$ cat src/rtl/wrap_stack.sv
module wrap_stack #(
  parameter int DW    = 8,
  parameter int DEPTH = 4
) (
  input  logic          clk,
  input  logic          rst,
  input  logic          en,
  input  logic          push,
  input  logic          pop,
  input  logic [DW-1:0] din,
  output logic [DW-1:0] dout,
  output logic          empty,
  output logic          full
);
  localparam int AW = (DEPTH > 1) ? $clog2(DEPTH) : 1;
  localparam int CW = $clog2(DEPTH + 1);

  logic [DW-1:0] mem [DEPTH];
  logic [AW-1:0] top, top_dn, top_up;
  logic [CW-1:0] cnt;

  assign empty  = (cnt == '0);
  assign full   = (cnt == CW'(DEPTH));
  assign top_dn = (top == '0) ? AW'(DEPTH - 1) : top - 1'b1;
  assign top_up = (top == AW'(DEPTH - 1)) ? '0 : top + 1'b1;

  wire do_pop  = en & pop & ~empty;
  wire do_push = en & push;

  always_ff @(posedge clk)
    if (do_push) mem[do_pop ? top_dn : top] <= din;

  always_ff @(posedge clk) begin
    if (rst) begin
      top  <= '0;
      cnt  <= '0;
      dout <= '0;
    end else begin
      if (do_pop) dout <= mem[top_dn];
      if (do_pop && !do_push) begin
        top <= top_dn;
        cnt <= cnt - 1'b1;
      end else if (do_push && !do_pop) begin
        top <= top_up;
        if (!full) cnt <= cnt + 1'b1;
      end
    end
  end
endmodule


$ cat config.mk
export PLATFORM = sky130hd
export DESIGN_NAME = wrap_stack
export DESIGN_NICKNAME = d
export VERILOG_FILES = /design/src/rtl/wrap_stack.sv
export SDC_FILE = /design/constraint.sdc
export NUM_CORES = 1
export LEC_CHECK = 0
export BUFFER_PORTS_ARGS = -buffer_cell sky130_fd_sc_hd__buf_2
export CAP_MARGIN = 20
export CORE_UTILIZATION = 27
export DETAILED_ROUTE_END_ITERATION = 12
export SLEW_MARGIN = 20
export SYNTH_ARGS = -nofsm -noshare
export SYNTH_HDL_FRONTEND = slang
export SYNTH_SLANG_ARGS = --single-unit
$ cat constraint.sdc
create_clock -name clk -period 3.4 [get_ports clk]
set_input_delay 0.34 -clock clk [delete_from_list [all_inputs] [get_ports clk]]
set_output_delay 0.34 -clock clk [all_outputs]
set_load 0.005 [all_outputs]
Word-level counts from Yosys, hierarchy flattened
Memories as Yosys holds them, arrays and structs flattened. A register that Yosys moved wholly into a read port is not among the register bits.
Cells that the tools add are included.
Storage, ports and cells
  bits in registers: 5
  bits in writable memories: 32
  logic and storage cells: 32
  memories kept: 1
Memory list
  mem: depth 4, width 8, read ports 1, clocked after Yosys merged registers in 1, write ports 1, line 18  | logic [DW-1:0] mem [DEPTH];
Cells by class
  add/subtract/negate cells: 4
  equal/unequal tests: 3
  muxes and demuxes: 10
  bitwise gates (word level): 4
  reduce and logical (&&, ||, !) cells: 8
Operators by type and width (number)
  $mux W2: 5
  $mux W3: 3
  $add A3 B1 Y3 const B: 1
  $and A1 B1 Y1: 3
  $eq A3 B3 Y1 const B: 1
  $logic_not A3 Y1: 1
  $sub A3 B1 Y3 const B: 1
  $add A2 B1 Y2 const B: 1
  $eq A2 B2 Y1 const B: 1
  $logic_and A1 B1 Y1: 2
  $logic_not A1 Y1: 2
  $logic_not A2 Y1: 1
  $mux W1: 2
  $ne A2 B1 Y1 const B: 1
  $reduce_and A2 Y1: 1
  $reduce_bool A2 Y1: 1
  $sub A2 B1 Y2 const B: 1
  $not A1 Y1: 1

Depth between registers and ports, before layout
Gate-level depths: netlist of the first run.
  word-level depth: 7
  gate-level depth with buffers: 8

Least setup slack after synthesis of the first run
Ideal clock, no wire load.
  path kind: reg-to-reg
  start point: register top[0]
  end point: memory mem[2][0], enable pin
  library setup time: 0.375 ns
  arrival: 2.091 ns
  required time: 3.025 ns
  setup slack: 0.933 ns
  stages on the path, launching flop included: 8
  clock period less this slack: 2.467 ns
  cells stage by stage: dfxtp_1 -> buf_2 -> clkinv_1 -> ha_1 -> buf_2 -> buf_2 -> or3_1 -> a21oi_1
Between the ends
  word-level cells in the longest chain between the ends: 3
  elaborated cells between the ends (all ways): 4
  classes of those cells: 1 x add/sub; 2 x mux; 1 x reduce/logical
RTL lines
  start, declared: line 19  | logic [AW-1:0] top, top_dn, top_up;
  start signal, assigned: line 41  | top <= top_dn;
  start signal, assigned: line 44  | top <= top_up;
  $sub A2 B1 Y2 or $logic_not A2 Y1 (tied branches): line 24  | assign top_dn = (top == '0) ? AW'(DEPTH - 1) : top - 1'b1;
  $mux W2: line 24
  $mux W2 *: line 31  | if (do_push) mem[do_pop ? top_dn : top] <= din;
  end, declared: line 18
Mark *: on every way between the ends. The rest lies on a longest branch, timed or not.

Worst setup path after layout of the first run
  start point: register top[0]
  end point: memory mem[3][7], enable pin
The elaborated chain is that of the path after synthesis.

==> metrics.yaml, run 1 <==
sta:
  grt_setup_unrepaired: "false"
  skew_ns: 0.0117
  maxSlewHeadroom: 0.557
  setup_tns_ns: 0
  post-route-worst-setup-slack_ns: 0.858
  final.period_utilization: 0.748
  timing_worst_slew_pin_value_ns: 0.663
  setup_viol: 0
  slew_viol_final: 0
  final_count_of_hold_timing_violations: 0
  max_clock_freq_mhz: 393
  fin_worst_hold_slack_ns: 0.256
  fin_crit_ns: 2.54
cts:
  post_cts_buffers: 0
  cts_made_buffers: 5
  cts_tree: "built"
  clock_tree.htree_level_count: 2
  cts.sink_count: 45
  cts-root-buf: "sky130_fd_sc_hd__clkbuf_8"
  cts_max_path_buffers: 2
  clkSlewWorstSetupHoldPaths_ns: 0.09
  cts_repair_resize_count: 0
  cts_hold_repair_buffers: 0
  clk-insertion-delay-late_ns: 0.30
power_and_ir_drop:
  static-leakage-power_nw: 0.802
  power_mw: 1.09
  max-vdd-ir-drop_v: 0.000153
  power_density_mw_per_mm2: 488
grt:
  met2_usage: 0.150
  grt.overflow.total: 0
  grtUsageMet1: 0.147
  gr-usage-met3: 0.0305
  grt_start_max_net_pins: 17
  antenna_found_initial: 0
  global_route.usage.total: 0.104
  grt_first_pass_wirelength_um: 5710
  top_usage_layer: "met2"
  grt_pass1_vias: 1106
setup_path:
  critPathArrivalTime_ns: 2.54
  required_ns: 3.40
  worstRegToRegCells: 5
  setup.worst_path.class: "flop to flop"
  crit_path_start_kind: "flop"
  crit_fanout: 16
  setup.worst_path.end_class: "flop"
cells_and_area:
  fin_util: 0.327
  syn_to_final_growth_pct: 16.4
  fillerInstances: 712
  drive_above_1_share: 0.265
  finish.instance_area_mm2: 0.00223
  final_cell_count_no_fill: 258
  finalNetCount: 178
  insertedDiodeCount: 0
worst_hold_path:
  hold_path.class: "input port to flop"
  min_path_cells: 1
die:
  die_h_um: 86.3
  dieArea_mm2: 0.00745
  core_region_area_mm2: 0.00683
  top_level_ports: 23
  initial_utilization: 0.281
  die_x_um: 86.3
  placementRows: 30
route:
  vias_per_cell: 4.38
  drtPass1Iterations: 4
  route.antenna.remaining_nets: 0
  wirelength_um: 3540
  drc: 0
  detail_route.wl_per_cell_um: 13.7
  routed-via-count: 1129
  detail_route.iter0.violations: 72
placement:
  portBuffers: 22
  dpl.cell_count: 250
  placement.setup.worst_slack_ns: 0.819
  place.gp.congestion: 0.746
  hpwl_um: 2410
  placed_cell_area_mm2: 0.00214
yosys:
  netlist_area_mm2: 0.00192
  ys.warnings.count: 0
  synth.lib_cells_used.distinct: 37
  ys_seq_area_frac: 0.637
  postSynthAreaPerCell_um2: 14.3
  synthCells: 134
  ys_ff_latch: 45
  syn_nets: 151
job:
  max_cap_violations: 0
outcome:
  outcome: "complete, no violations"
## cell families after synthesis
logic type,count (synthesis),synth area share
adders and majority gates,4,0.0300
and+or+nand+nor,33,0.101
AOI/OAI and AO/OA,28,0.114
muxes,8,0.0744
buffers and inverters,14,0.0352
xor gates and xnor gates,2,0.00913
DFF,45,0.637
## where the power goes
group          leakage [nW]  internal [mW]  total (mW)  switching, mW
Clock                0.0414          0.146       0.325          0.179
Combinational         0.364         0.0619       0.138         0.0765
Sequential            0.396          0.610       0.626         0.0165
## final cells by class
class,count,area [um^2],share of cell area
well taps,96,120,0.0538
clock inverters,2,16.3,0.00728
inverters,7,26.3,0.0118
repair buffers,27,148,0.0661
multi-input cells,75,629,0.282
clock buffers,6,72.6,0.0325
flip-flops and latches,45,1220,0.547
## flip-flops by register name (all words and copies together) (netlist names)
register  flops
mem          32
dout          8
cnt           3
top           2
## synthesized netlist by cell type (all sizes together)
cell type	number	area, um^2
xor2	1	8.76
nand3b	3	22.5
nor2	3	11.3
a21o	1	7.51
nand2b	2	12.5
and3	1	6.26
edfxtp	32	961
clkinv	1	3.75
a221oi	1	8.76
mux4	5	113
fa	1	20.0
ha	3	37.5
a311o	1	10.0
nand3	6	30.0
o21bai	1	7.51
o21ai	1	5.00
inv	6	22.5
a311oi	1	8.76
dfxtp	13	260
a211oi	5	37.5
o311ai	1	26.3
xnor2	1	8.76
buf	5	33.8
and3b	3	26.3
or3	2	12.5
and2	3	18.8
nand2	3	11.3
nor2b	6	37.5
a21oi	8	40.0
a22o	5	43.8
clkbuf	2	7.51
mux2i	3	30.0
o31ai	3	22.5
nor3	1	5.00
## cells in the final DEF, fill, tap and decap left out, drive strengths merged, types with 2 or more instances in the layout
| cell type | instances |
|---|---|
| a211oi | 5 |
| a21oi | 8 |
| a22o | 5 |
| and2 | 3 |
| and3b | 3 |
| buf | 27 |
| clkbuf | 6 |
| clkinv | 2 |
| dfxtp | 13 |
| edfxtp | 32 |
| ha | 3 |
| inv | 6 |
| mux2i | 3 |
| mux4 | 5 |
| nand2 | 3 |
| nand2b | 2 |
| nand3 | 6 |
| nand3b | 3 |
| nor2 | 3 |
| nor2b | 6 |
| o31ai | 3 |
| or3 | 2 |
## worst paths after layout
path / start / endpoint / slack [ns]
max: top[0]$_SDFFE_PP0P_ / mem[3][7]$_DFFE_PP_ / 0.86
min: din[4] / mem[1][4]$_DFFE_PP_ / 0.26
max reg2reg: top[0]$_SDFFE_PP0P_ / mem[3][7]$_DFFE_PP_ / 0.86
min reg2reg: dout[1]$_SDFFE_PP0N_ / dout[1]$_SDFFE_PP0N_ / 0.49
## critical path, stage by stage (launching register included)
cell and delay, ns:
sky130_fd_sc_hd__dfxtp_1 0.63, sky130_fd_sc_hd__clkinv_1 0.25, sky130_fd_sc_hd__ha_1 0.58, sky130_fd_sc_hd__or3_1 0.45
sky130_fd_sc_hd__a21oi_1 0.13, sky130_fd_sc_hd__buf_4 0.20
## metal layers
metal  part of all wire  vias to the layer above
li1                   -                      567
met1               0.51                      534
met3              0.043                        4
met2               0.44                       24
met4              0.011                        0
met5                  0                        -
(Power assumes the default switching activity.)
==> inputs of run 2 (changes only) <==
==> constraint.sdc (replaced) <==
create_clock -name clk -period 2.3 [get_ports clk]
set_input_delay 0.23 -clock clk [delete_from_list [all_inputs] [get_ports clk]]
set_output_delay 0.23 -clock clk [all_outputs]
set_load 0.005 [all_outputs]
==> run 2 against run 1 <==
  * Sequential power is 47% higher
  * Global-route usage is 0.45 points higher
  * Cell count is 1.9% higher
  * Sequential share of layout area is 1.3 points lower
  * Register-to-register slack worse by 0.56 ns
  * Non-clock buffer count is 5 higher
  * Critical path depth is 3 higher
  * Core utilization is 0.77 points higher
  * Critical path type unchanged
  * Highest routed layer unchanged
==> metrics.yaml, run 2 (synthesis results as in run 1) <==
outcome:
  outcome: "complete, no violations"  # unchanged
cells_and_area:
  layout_commonest_cell: "sky130_fd_sc_hd__edfxtp_1"  # unchanged
  layout_common_cells: "32 x sky130_fd_sc_hd__edfxtp_1, 22 x sky130_fd_sc_hd__buf_2, 13 x sky130_fd_sc_hd__dfxtp_1, 10 x sky130_fd_sc_hd__buf_4"  # was 32 x sky130_fd_sc_hd__edfxtp_1, 22 x sky130_fd_sc_hd__buf_2, 13 x sky130_fd_sc_hd__dfxtp_1, 8 x sky130_fd_sc_hd__a21oi_1
  regMostFlops: "mem"  # unchanged
  reg.largest.list: "mem (32), dout (8), cnt (3)"  # unchanged
  finalNetCount: 183  # was 178
  drive_above_1_share: 0.299  # was 0.265
  largest_reg_flops: 32  # unchanged
  insertedDiodeCount: 0  # unchanged
  syn_to_final_growth_pct: 19.2  # was 16.4%
cts:
  cts_max_path_buffers: 2  # unchanged
  clock_tree.htree_level_count: 2  # unchanged
  cts-root-buf: "sky130_fd_sc_hd__clkbuf_8"  # unchanged
  cts_tree: "built"  # unchanged
  cts_repair_resize_count: 0  # unchanged
  cts_hold_repair_buffers: 0  # unchanged
  clkSlewWorstSetupHoldPaths_ns: 0.08  # was 0.09 ns
  cts_made_buffers: 5  # unchanged
  post_cts_buffers: 0  # unchanged
  clk-insertion-delay-late_ns: 0.30  # about the same
  cts.sink_count: 45  # unchanged
grt:
  top_usage_layer: "met2"  # unchanged
  met2_usage: 0.165  # was 0.150
  grt.overflow.total: 0  # unchanged
  global_route.usage.total: 0.109  # was 0.104
  grt_pass1_vias: 1187  # was 1,106
  antenna_found_initial: 0  # unchanged
  gr-usage-met3: 0.0295  # was 0.0305
  grt_first_pass_wirelength_um: 5960  # was 5710 um
  grt_start_max_net_pins: 16  # was 17
  grtUsageMet1: 0.143  # was 0.147
placement:
  placement.setup.worst_slack_ns: 0.311  # was 0.819 ns
  hpwl_um: 2480  # was 2410 um
  place.gp.congestion: 0.802  # was 0.746
  portBuffers: 22  # unchanged
route:
  drtPass1Iterations: 4  # unchanged
  detail_route.wl_per_cell_um: 13.8  # was 13.7 um
  wirelength_um: 3620  # was 3540 um
  detail_route.iter0.violations: 54  # was 72
  routed-via-count: 1170  # was 1,129
  drc: 0  # unchanged
  vias_per_cell: 4.45  # was 4.38
  route.antenna.remaining_nets: 0  # unchanged
die:
  top_level_ports: 23  # unchanged
  core_region_area_mm2: 0.00683  # unchanged
  placementRows: 30  # unchanged
  initial_utilization: 0.281  # unchanged
  die_x_um: 86.3  # unchanged
  die_h_um: 86.3  # unchanged
  dieArea_mm2: 0.00745  # unchanged
power_and_ir_drop:
  share_seq_of_total_power: 0.561  # was 0.575
  max-vdd-ir-drop_v: 0.000256  # was 0.000153 V
  intPower_mw: 1.22  # was 818 uW
  static-leakage-power_nw: 0.827  # was 0.802 nW
  share_clk_of_total_power: 0.298  # about the same
  power_density_mw_per_mm2: 716  # was 488 mW/mm^2
  p_comb_frac: 0.141  # was 0.127
  switching_power_uw: 417  # was 272 uW
  swShare: 0.255  # was 0.250
sta:
  setup_tns_ns: 0  # unchanged
  timing_worst_slew_pin_value_ns: 0.342  # was 0.663 ns
  fin_crit_ns: 2.00  # was 2.54 ns
  post-route-worst-setup-slack_ns: 0.295  # was 0.858 ns
  slew_viol_final: 0  # unchanged
  skew_ns: 0.00585  # was 0.0117 ns
  maxSlewHeadroom: 0.772  # was 0.557
  max_clock_freq_mhz: 499  # was 393 MHz
  final.period_utilization: 0.872  # was 0.748
  grt_setup_unrepaired: "false"  # unchanged
  setup_viol: 0  # unchanged
  final_count_of_hold_timing_violations: 0  # unchanged
setup_path:
  setup.worst_path.class: "flop to flop"  # unchanged
  setup.worst_path.end_class: "flop"  # unchanged
  required_ns: 2.52  # was 3.40 ns
  critical_path_buf_inv_count: 2  # unchanged
  crit_path_start_kind: "flop"  # unchanged
  slowest_cell_on_crit_path: "sky130_fd_sc_hd__fa_1"  # was sky130_fd_sc_hd__dfxtp_1
  critPathMaxStageDelay_ns: 0.42  # was 0.63 ns
  cp_top_family: "adder cells"  # was flip-flops
  critPathArrivalTime_ns: 2.23  # was 2.54 ns
  crit_fanout: 6  # was 16
  critical_path_cell_sequence: "o311ai_4, inv_2, ha_1, inv_2, fa_1, nor2_1, a21oi_1, a211oi_1"  # was clkinv_1, ha_1, or3_1, a21oi_1, buf_4
  critical-path-top-cell-by-count: "sky130_fd_sc_hd__inv_2"
job:
  max_cap_violations: 0  # unchanged
worst_hold_path:
  hold_path.class: "input port to flop"  # unchanged
==> run 2: cell count changes in the layout (fill, tap and decap cells not counted), sizes merged <==
cell and delta:
inv +1, clkbuf -1, buf +5
==> run 2: path summary, 6_finish.rpt <==
| path | cells past startpoint | to | slack [ns] | from |
|---|---|---|---|---|
| setup / recovery | 8 | cnt[1]$_SDFFE_PP0P_ | 0.30 | cnt[2]$_SDFFE_PP0P_ |
| hold / removal | 1 | mem[0][3]$_DFFE_PP_ | 0.14 | din[3] |
| setup reg to reg | 8 | cnt[1]$_SDFFE_PP0P_ | 0.30 | cnt[2]$_SDFFE_PP0P_ |
| hold reg to reg | 2 | dout[1]$_SDFFE_PP0N_ | 0.49 | dout[1]$_SDFFE_PP0N_ |
==> run 2: metal layers <==
layer / wire length, um / part of all wire / vias to the layer above
met5: 0 / 0 / -
met4: 81 / 0.022 / 0
met2: 1610 / 0.44 / 36
li1: - / - / 571
met3: 187 / 0.052 / 10
met1: 1740 / 0.48 / 553
==> run 2: cell type report <==
cell class	instances	area (um^2)
clock buffers	5	68.8
clock inverters	3	20.0
fillers	706	4550
inverters	7	26.3
multi-input cells	75	644
flip-flops and latches	45	1220
well taps	96	120
repair buffers	32	185
==> run 2: power groups by stage <==
stage / clock [mW] / combinational, mW / sequential, mW
after global placement: 0 / 0.227 / 0.937
final: 0.487 / 0.231 / 0.918
after global routing: 0.536 / 0.255 / 0.922
after detailed placement: 0 / 0.231 / 0.937
after CTS: 0.508 / 0.233 / 0.918
after floorplan: 0 / 0.151 / 0.935
==> run 2: through the flow <==
step	hold slack, ns	std cells	util	area (um^2)	total power [mW]
final	0.141	263	0.335	2290	1.64
after global routing	0.131	263	0.335	2290	1.71
after CTS	0.131	263	0.335	2290	1.66
after detailed placement	0.454	255	0.322	2200	1.17
after global placement	0.445	255	0.322	2200	1.16
after floorplan	0.329	134	-	1930	1.09
==> run 2: worst register-to-register path: cells and delay by family, from the launching register on <==
| family | cells | cell delay (ns) |
|---|---|---|
| simple gates | 1 | 0.10 |
| flops | 1 | 0.39 |
| fa+ha+maj | 2 | 0.66 |
| buf+inv | 2 | 0.19 |
| compound gates | 3 | 0.60 |
==> inputs of run 3 (changes only) <==
--- a/config.mk
+++ b/config.mk
@@ -5,10 +5,13 @@
 export SDC_FILE = /design/constraint.sdc
 export NUM_CORES = 1
 export LEC_CHECK = 0
+export ABC_AREA = 1
 export BUFFER_PORTS_ARGS = -buffer_cell sky130_fd_sc_hd__buf_2
 export CAP_MARGIN = 20
 export CORE_UTILIZATION = 27
 export DETAILED_ROUTE_END_ITERATION = 12
+export HOLD_SLACK_MARGIN = 0.15
+export RECOVER_POWER = 50
 export SLEW_MARGIN = 20
 export SYNTH_ARGS = -nofsm -noshare
 export SYNTH_HDL_FRONTEND = slang
==> run 3 against run 2 <==
  * Maximum frequency fell by 2.0%
  * Sequential cell count is the same
  * Register-to-register slack worse by 0.04 ns
  * Sequential share of layout area decreased by 4.2 points
  * Die area grew 9.2%
  * Clock power is 43% higher
  * Clock-buffer cell count unchanged
  * Critical path depth is 6 higher
  * Global-route usage is 0.22 points higher
  * Cell count grew 36%
  * Largest cell class unchanged
  * Highest routed layer unchanged
==> metrics.yaml, run 3 <==
sta:
  fin_crit_ns: 2.05  # was 2.00 ns
  skew_ns: 0.00741  # was 0.00585 ns
  final_count_of_hold_timing_violations: 0  # unchanged
  maxSlewHeadroom: 0.772  # about the same
  setup_tns_ns: 0  # unchanged
  timing_worst_slew_pin_value_ns: 0.341  # was 0.342 ns
  final.period_utilization: 0.890  # was 0.872
  setup_viol: 0  # unchanged
  grt_setup_unrepaired: "false"  # unchanged
  fin_worst_hold_slack_ns: 0.217  # was 0.141 ns
  slew_viol_final: 0  # unchanged
  max_clock_freq_mhz: 489  # was 499 MHz
route:
  routed-via-count: 1523  # was 1,170
  route.antenna.remaining_nets: 0  # unchanged
  met3_wirelength_um: 202  # was 187 um
  wirelength_um: 4190  # was 3620 um
  maxUsedRoutingLayer: "met4"  # unchanged
  detail_route.iter0.violations: 54  # unchanged
  vias_per_cell: 4.27  # was 4.45
  met1Wirelength_um: 1930  # was 1740 um
  drc: 0  # unchanged
  detail_route.wl_per_cell_um: 11.7  # was 13.8 um
  routed-wl-met2_um: 2000  # was 1610 um
  drtPass1Iterations: 4  # unchanged
cells_and_area:
  insertedDiodeCount: 0  # unchanged
  fin_util: 0.337  # was 0.335
  layout_commonest_cell: "sky130_fd_sc_hd__inv_1"  # was sky130_fd_sc_hd__edfxtp_1
  reg.largest.list: "mem (32), dout (8), cnt (3)"  # unchanged
  fillerInstances: 772  # was 706
  final_cell_count_no_fill: 357  # was 263
  finalNetCount: 274  # was 183
  regMostFlops: "mem"  # unchanged
  layout_common_cells: "49 x sky130_fd_sc_hd__inv_1, 36 x sky130_fd_sc_hd__nand2_1, 32 x sky130_fd_sc_hd__edfxtp_1, 30 x sky130_fd_sc_hd__nand3_1, 16 x sky130_fd_sc_hd__nor2_1"  # was 32 x sky130_fd_sc_hd__edfxtp_1, 22 x sky130_fd_sc_hd__buf_2, 13 x sky130_fd_sc_hd__dfxtp_1, 10 x sky130_fd_sc_hd__buf_4
  drive_above_1_share: 0.136  # was 0.299
  largest_reg_flops: 32  # unchanged
  syn_to_final_growth_pct: 18.1  # was 19.2%
setup_path:
  cp_top_family: "simple AND/OR/NAND/NOR gates"  # was adder cells
  setup.worst_path.class: "flop to flop"  # unchanged
  crit_fanout: 13  # was 6
  timing.rr.start: "cnt[1]$_SDFFE_PP0P_"  # was cnt[2]$_SDFFE_PP0P_
  critPathMaxStageDelay_ns: 0.40  # was 0.42 ns
  critPathArrivalTime_ns: 2.29  # was 2.23 ns
  critical_path.reg2reg.endpoint: "cnt[2]$_SDFFE_PP0P_"  # was cnt[1]$_SDFFE_PP0P_
  required_ns: 2.54  # was 2.52 ns
  setup.worst_path.end_class: "flop"  # unchanged
  crit_path_start_kind: "flop"  # unchanged
  critical_path_buf_inv_count: 4  # was 2
  critical_path_cell_sequence: "nor2_2, nand2_2, nand2_4, inv_4, ha_1, inv_1, fa_1, inv_1, nand2_1, nand2_1, nand3_1, nand2_1, inv_1, nor2_1"  # was o311ai_4, inv_2, ha_1, inv_2, fa_1, nor2_1, a21oi_1, a211oi_1
  worst-r2r-setup-slack_ns: 0.25  # was 0.30 ns
  worstRegToRegCells: 14  # was 8
  slowest_cell_on_crit_path: "sky130_fd_sc_hd__dfxtp_1"  # was sky130_fd_sc_hd__fa_1
power_and_ir_drop:
  switching_power_uw: 511  # was 417 uW
  power_density_mw_per_mm2: 798  # was 716 mW/mm^2
  static-leakage-power_nw: 1.11  # was 0.827 nW
  swShare: 0.258  # was 0.255
  p_comb_frac: 0.174  # was 0.141
  intPower_mw: 1.47  # was 1.22 mW
  share_clk_of_total_power: 0.352  # was 0.298
  max-vdd-ir-drop_v: 0.000312  # was 0.000256 V
  share_seq_of_total_power: 0.474  # was 0.561
grt:
  antenna_found_initial: 0  # unchanged
  grt.overflow.total: 0  # unchanged
  grt_pass1_vias: 1470  # was 1,187
  grt_start_max_net_pins: 22  # was 16
  grt_first_pass_wirelength_um: 7010  # was 5960 um
  global_route.usage.total: 0.111  # was 0.109
yosys:
  syn_nets: 243  # was 151
  synth_top_area_share: 0.458  # was 0.501
  netlist_area_mm2: 0.00210  # was 0.00192 mm^2
  ys_seq_area_frac: 0.582  # was 0.637
  synth.lib_cells_used.distinct: 25  # was 37
  synth_top_cells_by_count: "49 x sky130_fd_sc_hd__inv_1, 36 x sky130_fd_sc_hd__nand2_1, 32 x sky130_fd_sc_hd__edfxtp_1"  # was 32 x sky130_fd_sc_hd__edfxtp_1, 13 x sky130_fd_sc_hd__dfxtp_1, 8 x sky130_fd_sc_hd__a21oi_1
  ys.warnings.count: 0  # unchanged
  synth.area.top_cells: "sky130_fd_sc_hd__edfxtp_1 46%, sky130_fd_sc_hd__dfxtp_1 12%, sky130_fd_sc_hd__inv_1 8.8%"  # was sky130_fd_sc_hd__edfxtp_1 50%, sky130_fd_sc_hd__dfxtp_1 14%, sky130_fd_sc_hd__mux4_2 5.9%
  synth_area_leader_cell: "sky130_fd_sc_hd__edfxtp_1"  # unchanged
  number_of_flops_mapped_to_enable_cells_by_yosys: 32  # unchanged
  postSynthAreaPerCell_um2: 9.29  # was 14.3 um^2
  postSynth.asyncResetShare: 0  # unchanged
  dominantRegCellSynth: "sky130_fd_sc_hd__edfxtp_1"  # unchanged
  ys_ff_latch: 45  # unchanged
  yosys.cell_count.top_type: "sky130_fd_sc_hd__inv_1"  # was sky130_fd_sc_hd__edfxtp_1
  synthCells: 226  # was 134
placement:
  dpl.cell_count: 345  # was 255
  hpwl_um: 2860  # was 2480 um
  portBuffers: 22  # unchanged
  place.gp.congestion: 0.797  # was 0.802
die:
  top_level_ports: 23  # unchanged
  initial_utilization: 0.285  # was 0.281
  placementRows: 31  # was 30
  die_x_um: 90.2  # was 86.3 um
  dieArea_mm2: 0.00813  # was 0.00745 mm^2
  die_h_um: 90.2  # was 86.3 um
  core_region_area_mm2: 0.00737  # was 0.00683 mm^2
cts:
  clock_tree.htree_level_count: 2  # unchanged
  cts-root-buf: "sky130_fd_sc_hd__clkbuf_8"  # unchanged
  cts_max_path_buffers: 2  # unchanged
  cts.sink_count: 45  # unchanged
  cts_made_buffers: 5  # unchanged
  post_cts_buffers: 0  # unchanged
  clk-insertion-delay-late_ns: 0.30  # about the same
  cts_tree: "built"  # unchanged
  clkSlewWorstSetupHoldPaths_ns: 0.09  # was 0.08 ns
worst_hold_path:
  min_path_cells: 1  # unchanged
  worst_hold_startpoint: "din[6]"  # was din[3]
  hold_path.class: "input port to flop"  # unchanged
  min_to: "mem[3][6]$_DFFE_PP_"  # was mem[0][3]$_DFFE_PP_
outcome:
  outcome: "complete, no violations"  # unchanged
job:
  max_cap_violations: 0  # unchanged
## run 3: cell types whose count changed after synthesis, sizes merged, moves of 5 or more
cell and change:
nor2 +14, o21ai +6, a22o -5, inv +47, mux4 -5, nor2b -6, nand3b +5, nand3 +24
a211oi -5, nand2 +37
## run 3: how the worst max path moves through the flow
stage / startpoint / endpoint / slack (ns) / cells after the start
after floorplan: top[0]$_SDFFE_PP0P_ / mem[0][0]$_DFFE_PP_ / 0.32 / 9
after global placement: cnt[0]$_SDFFE_PP0P_ / cnt[2]$_SDFFE_PP0P_ / 0.29 / 14
after detailed placement: cnt[1]$_SDFFE_PP0P_ / cnt[2]$_SDFFE_PP0P_ / 0.21 / 14
after CTS: cnt[1]$_SDFFE_PP0P_ / cnt[2]$_SDFFE_PP0P_ / 0.18 / 14
after global routing: cnt[1]$_SDFFE_PP0P_ / cnt[2]$_SDFFE_PP0P_ / 0.02 / 14
final: cnt[1]$_SDFFE_PP0P_ / cnt[2]$_SDFFE_PP0P_ / 0.25 / 14
## run 3: per-layer routing
layer	global-route usage	vias up
met3	0.0338	7
met4	0.0282	0
li1	-	775
met2	0.185	30
met5	0	-
met1	0.140	711
## run 3: metrics by stage
step                cell area [um^2]  total power, mW  worst slack [ns]
CTS                             2490             2.00             0.176
global placement                2320             1.30             0.290
global route                    2480             2.08            0.0162
finish                          2480             1.98             0.254
detailed placement              2320             1.30             0.207
floorplan                       2100             1.21             0.324
## run 3: layout make-up
class | instances | area, um^2 | share of cell area
well taps | 99 | 124 | 0.0499
clock inverters | 3 | 65.1 | 0.0262
inverters | 53 | 201 | 0.0812
flip-flops and latches | 45 | 1220 | 0.492
repair buffers | 32 | 180 | 0.0727
clock buffers | 5 | 68.8 | 0.0277
multi-input cells | 120 | 619 | 0.250
## run 3: worst reg2reg max path, stage by stage (launching register included)
cell	delay, ns
sky130_fd_sc_hd__dfxtp_1	0.40
sky130_fd_sc_hd__nor2_2	0.06
sky130_fd_sc_hd__nand2_2	0.11
sky130_fd_sc_hd__nand2_4	0.13
sky130_fd_sc_hd__inv_4	0.14
sky130_fd_sc_hd__ha_1	0.23
sky130_fd_sc_hd__inv_1	0.10
sky130_fd_sc_hd__fa_1	0.39
sky130_fd_sc_hd__inv_1	0.06
sky130_fd_sc_hd__nand2_1	0.05
sky130_fd_sc_hd__nand2_1	0.07
sky130_fd_sc_hd__nand3_1	0.07
sky130_fd_sc_hd__nand2_1	0.06
sky130_fd_sc_hd__inv_1	0.04
sky130_fd_sc_hd__nor2_1	0.08
## run 3: power groups by stage
stage,Clock [mW],Sequential [mW],Combinational [mW]
global placement,0,0.955,0.342
global route,0.742,0.944,0.391
floorplan,0,0.956,0.255
detailed placement,0,0.957,0.343
finish,0.696,0.938,0.345
CTS,0.713,0.939,0.352
## run 3: what timing repair did
item,CTS,global route
resized for setup,0,1
hold endpoints to repair,16,0
endpoints found under the setup margin,0,1
hold buffers,4,0
## run 3: cell families (layout without fill, tap and decap cells)
logic type / after synthesis / in the layout / share of synthesized area
flops: 45 / 45 / 0.582
fa+ha+maj: 4 / 4 / 0.0274
xor+xnor: 1 / 1 / 0.00417
buf+inv: 61 / 93 / 0.123
simple gates: 97 / 97 / 0.216
compound gates: 18 / 18 / 0.0477
